--- src/rtl/pwm_match_timer.sv ---
module pwm_match_timer #(
  parameter int CW  = 16,
  parameter int NCH = 4,
  parameter int AW  = $clog2(2*NCH+2)
) (
  input  logic          clk,
  input  logic          rst_n,
  input  logic          tick,
  input  logic          wr_en,
  input  logic [AW-1:0] wr_addr,
  input  logic [CW-1:0] wr_data,
  output logic [NCH-1:0] pwm_out,
  output logic          wrap_irq
);
  localparam int EN_ADDR = 2*NCH + 1;

  logic [CW-1:0]  cnt, lim_act, lim_nxt;
  logic [CW-1:0]  rise_act [NCH];
  logic [CW-1:0]  rise_nxt [NCH];
  logic [CW-1:0]  fall_act [NCH];
  logic [CW-1:0]  fall_nxt [NCH];
  logic [NCH-1:0] en_q, out_q;
  logic           wrap;

  assign wrap    = tick && (cnt == lim_act);
  assign pwm_out = out_q;

  always_ff @(posedge clk) begin
    if (!rst_n) begin
      lim_nxt <= '0;
      en_q    <= '0;
      for (int k = 0; k < NCH; k++) begin
        rise_nxt[k] <= '0;
        fall_nxt[k] <= '0;
      end
    end else if (wr_en) begin
      if (wr_addr == AW'(0)) lim_nxt <= wr_data;
      if (wr_addr == AW'(EN_ADDR)) en_q <= wr_data[NCH-1:0];
      for (int k = 0; k < NCH; k++) begin
        if (wr_addr == AW'(1 + 2*k)) rise_nxt[k] <= wr_data;
        if (wr_addr == AW'(2 + 2*k)) fall_nxt[k] <= wr_data;
      end
    end
  end

  always_ff @(posedge clk) begin
    if (!rst_n) begin
      cnt      <= '0;
      lim_act  <= '0;
      wrap_irq <= 1'b0;
      for (int k = 0; k < NCH; k++) begin
        rise_act[k] <= '0;
        fall_act[k] <= '0;
      end
    end else begin
      wrap_irq <= wrap;
      if (wrap) begin
        cnt     <= '0;
        lim_act <= lim_nxt;
        for (int k = 0; k < NCH; k++) begin
          rise_act[k] <= rise_nxt[k];
          fall_act[k] <= fall_nxt[k];
        end
      end else if (tick) begin
        cnt <= cnt + 1'b1;
      end
    end
  end

  for (genvar g = 0; g < NCH; g++) begin : g_ch
    always_ff @(posedge clk) begin
      if (!rst_n)                       out_q[g] <= 1'b0;
      else if (!en_q[g])                out_q[g] <= 1'b0;
      else if (tick && cnt == fall_act[g]) out_q[g] <= 1'b0;
      else if (tick && cnt == rise_act[g]) out_q[g] <= 1'b1;
    end


    disabled_low_chk: assert property (@(posedge clk) disable iff (!rst_n)
      !en_q[g] |=> !out_q[g]);

    fall_wins_chk: assert property (@(posedge clk) disable iff (!rst_n)
      (tick && cnt == fall_act[g]) |=> !out_q[g]);

    rise_cause_chk: assert property (@(posedge clk) disable iff (!rst_n)
      $rose(out_q[g]) |-> $past(tick && en_q[g] && cnt == rise_act[g]));
  end


  hold_no_tick_chk: assert property (@(posedge clk) disable iff (!rst_n)
    !tick |=> $stable(cnt));

  step_chk: assert property (@(posedge clk) disable iff (!rst_n)
    (tick && cnt != lim_act) |=> cnt == $past(cnt) + 1'b1);

  irq_at_zero_chk: assert property (@(posedge clk) disable iff (!rst_n)
    wrap_irq |-> cnt == '0);
endmodule

--- config.mk ---
export PLATFORM = sky130hd
export DESIGN_NAME = pwm_match_timer
export DESIGN_NICKNAME = d
export VERILOG_FILES = /design/src/rtl/pwm_match_timer.sv
export SDC_FILE = /design/constraint.sdc
export NUM_CORES = 1
export LEC_CHECK = 0
export BUFFER_PORTS_ARGS = -buffer_cell sky130_fd_sc_hd__buf_2
export CAP_MARGIN = 5
export CORE_MARGIN = 5
export CORE_UTILIZATION = 59
export CTS_BUF_LIST = sky130_fd_sc_hd__clkbuf_2
export DETAILED_ROUTE_END_ITERATION = 10
export PLACE_DENSITY_LB_ADDON = 0.08
export REMOVE_ABC_BUFFERS = 1
export SETUP_SLACK_MARGIN = 0.3
export SYNTH_ARGS = -nofsm -noshare
export SYNTH_HDL_FRONTEND = slang
export SYNTH_SLANG_ARGS = --single-unit
--- constraint.sdc ---
create_clock -name clk -period 3.92 [get_ports clk]
set_input_delay 1.176 -clock clk [delete_from_list [all_inputs] [get_ports clk]]
set_output_delay 1.176 -clock clk [all_outputs]
set_load 0.01 [all_outputs]
==> results.json <==
{
  "hold_slack_ps": 445.2,
  "finalSetupViolations": 0,
  "clockPowerShare": 0.325,
  "cts_buffer_depth": 3,
  "r2r-end": "rise_act[0][2]",
  "cp_max_fo": 60,
  "gr-usage-met1": 0.3409,
  "area_delta_synth_final_pct": 9.893,
  "hold_viol": 0,
  "post-route-period-util": 0.6594,
  "ctsHoldBuffers": 0,
  "grtUsageMet2": 0.3838,
  "path_cells": "xnor2_1, nand4_1, or4_1, o21ai_4, buf_4",
  "multiInputGateArea_mm2": 0.004280,
  "rsz0062_at_grt": "false",
  "clock_tree.root_cell": "clkbuf_2",
  "ff_latch_area_mm2": 0.008828,
  "nNetsFinal": 1142,
  "ys_types": 33,
  "final_layout_size_suffix_gt1_frac": 0.1764,
  "vias": 7909,
  "worstSetupPathType": "reg2reg",
  "power_leakage_nw": 5.331,
  "max_stage_delay_ps": 650,
  "clk_latency_ps": 830,
  "syn_avg_cell_area_um2": 12.94,
  "grt_pass1_vias": 7476,
  "post_cts_buffers": 0,
  "vdd_ir_drop_max_v": 0.0002554,
  "hpwl_um": 17670,
  "p_seq_frac": 0.595,
  "fin_skew_ps": 72.97,
  "max_slew.worst_pin.slew_ps": 1069,
  "initial_utilization": 0.5942,
  "rows": 55,
  "cts_tree": "done",
  "post-route-drc-count": 0,
  "p_per_area_mw_per_mm2": 450.4,
  "netlist_area_mm2": 0.01333,
  "status": "completed",
  "critPathLaunchType": "flip-flop",
  "htree_levels": 3,
  "grt_pass1_wl_um": 45880,
  "finalWirelength_um": 30650,
  "grtUsageTotal": 0.2429,
  "drv_cap": 0,
  "combPwrFrac": 0.079,
  "synth_top_cell_by_area": "edfxtp_1",
  "wl_per_cell_um": 20.92,
  "io_buffers": 28,
  "slowest_stage": "buf_4",
  "cp.required_ps": 4330,
  "power_switching_mw": 1.637,
  "die_x_um": 160.3,
  "antenna_found_initial": 5,
  "synth-seq-cells": 313,
  "hp-class": "reg2reg",
  "ff2ff_path_depth": 5,
  "end_kind": "flip-flop",
  "clk_pin_slew_ps": 90,
  "die_h_um": 160.3,
  "clock_sinks": 313,
  "numCtsBuffers": 77,
  "cp.arrival_ps": 3000,
  "fillCellCount": 1737,
  "num_io_pins": 29,
  "first_pass_iters": 5,
  "synth_area_leaders": "edfxtp_1, and2_1, xnor2_1, dfxtp_1, xor2_1",
  "slew_viol_final": 0,
  "fmax_mhz": 386.9,
  "swShare": 0.2481,
  "synth_top_area_frac": 0.5767,
  "overflow": 0,
  "ys_seq_area_frac": 0.6623,
  "final_cell_mix": "and2_1, edfxtp_1, xnor2_1, clkbuf_2, dfxtp_1",
  "ctsResizeCount": 0,
  "post_drt_via_cell_ratio": 5.399,
  "grt_start_max_net_pins": 89,
  "r2r-start": "cnt[13]",
  "globalplace.congestion": 0.8234,
  "r2r_slack_ps": 1340,
  "yosysWarnings": 0,
  "slew_headroom": 0.2849,
  "fp.dieArea_mm2": 0.02570,
  "p_int_mw": 4.961,
  "use_met3": 0.04927,
  "critPathCapture": "rise_act[0][2]",
  "post-route-min-period_ps": 2585,
  "synthCells": 1030,
  "detail-route-antenna-nets": 0,
  "crit_start": "cnt[13]",
  "busiest_layer": "met2",
  "coreArea_mm2": 0.02243,
  "report.power.total_mw": 6.598,
  "drt_iter0_markers": 775
}
[synthesized netlist by cell type]
| cell | count |
|---|---|
| and2_1 | 256 |
| edfxtp_1 | 256 |
| xnor2_1 | 136 |
| dfxtp_1 | 57 |
| nand2_1 | 44 |
| nand3_1 | 36 |
| a21oi_1 | 32 |
| nor2_1 | 30 |
| nand4_1 | 27 |
| clkbuf_1 | 26 |
| xor2_1 | 23 |
| o21ai_0 | 21 |
| nor4_1 | 15 |
| buf_1 | 13 |
| clkbuf_2 | 12 |
| nor3_1 | 8 |
| buf_2 | 7 |
| mux2i_1 | 5 |
| a31oi_1 | 4 |
| and3_1 | 4 |
| nand2b_1 | 3 |
| o31ai_1 | 3 |
| and4_1 | 2 |
| buf_4 | 1 |
| ha_1 | 1 |
| inv_1 | 1 |
| inv_2 | 1 |
| nand4b_1 | 1 |
| nor2b_1 | 1 |
| nor3_4 | 1 |
| o21ai_2 | 1 |
| or2_2 | 1 |
| or4_1 | 1 |
[power groups by stage]
stage	registers, mW	clock network, mW	logic, mW
after floorplan	4.01	0	0.317
after global placement	4.00	0	0.518
after detailed placement	4.01	0	0.524
after CTS	3.93	2.22	0.527
after global routing	3.95	2.39	0.570
final	3.93	2.15	0.522
[flip-flops by register name, summed over array words and instances, names as in the netlist, 4 cells and up]
signal	flops
fall_act	64
fall_nxt	64
rise_act	64
rise_nxt	64
cnt	16
lim_act	16
lim_nxt	16
en_q	4
pwm_out	4
[through the flow]
stage / area [um2] / setup slack [ps] / util / TNS [ps] / cells
final: 14650 / 1335 / 0.6530 / 0 / 1465
after global routing: 14650 / 1249 / 0.6530 / 0 / 1465
after CTS: 14650 / 1330 / 0.6529 / 0 / 1464
after detailed placement: 13930 / 1056 / 0.6210 / 0 / 1323
after global placement: 13930 / 1070 / 0.6210 / 0 / 1323
after floorplan: 13080 / -1926 / - / -275030 / 971
[final cells by class]
cell class,count,share of cell area
sequential,313,0.6027
multi-input combinational,656,0.2922
clock buffer,128,0.04373
timing repair buffer,67,0.03126
tap,285,0.02434
clock inverter,13,0.005125
inverter,2,0.0005125
antenna,1,0.0001708
[routing by layer]
metal	vias up	share of wire
li1	3787	-
met1	3764	0.43
met2	310	0.47
met3	48	0.076
met4	0	0.024
met5	-	0
[worst min-delay path by stage]
stage	start	end	slack (ps)	depth (start not counted)
finish	lim_nxt[9]	lim_act[9]	450	2
global route	lim_nxt[9]	lim_act[9]	430	2
CTS	lim_nxt[9]	lim_act[9]	450	2
detailed placement	lim_nxt[14]	lim_nxt[14]	450	2
global placement	lim_nxt[10]	lim_nxt[10]	440	2
floorplan	en_q[0]	pwm_out[0]	420	2
[critical path: cells and delay by family (launching register included)]
family	cells	cell delay (ps)
XOR/XNOR	1	140
flip-flops	1	390
buffers and inverters	1	650
AND/OR/NAND/NOR	2	760
AO/OA/AOI/OAI	1	200
[logic make-up (layout without fill, tap and decap cells)]
family                     after synthesis  count (layout)  synth area share
AOI/OAI and AO/OA                       61              61           0.02412
and+or+nand+nor                        430             430            0.1852
xor gates and xnor gates               159             159            0.1045
buffers and inverters                   61             210           0.01924
muxes                                    5               5          0.003755
DFF                                    313             313            0.6623
other                                    0               1                 0
adders and majority gates                1               1         0.0009385
Power figures use the tool's default switching activity.
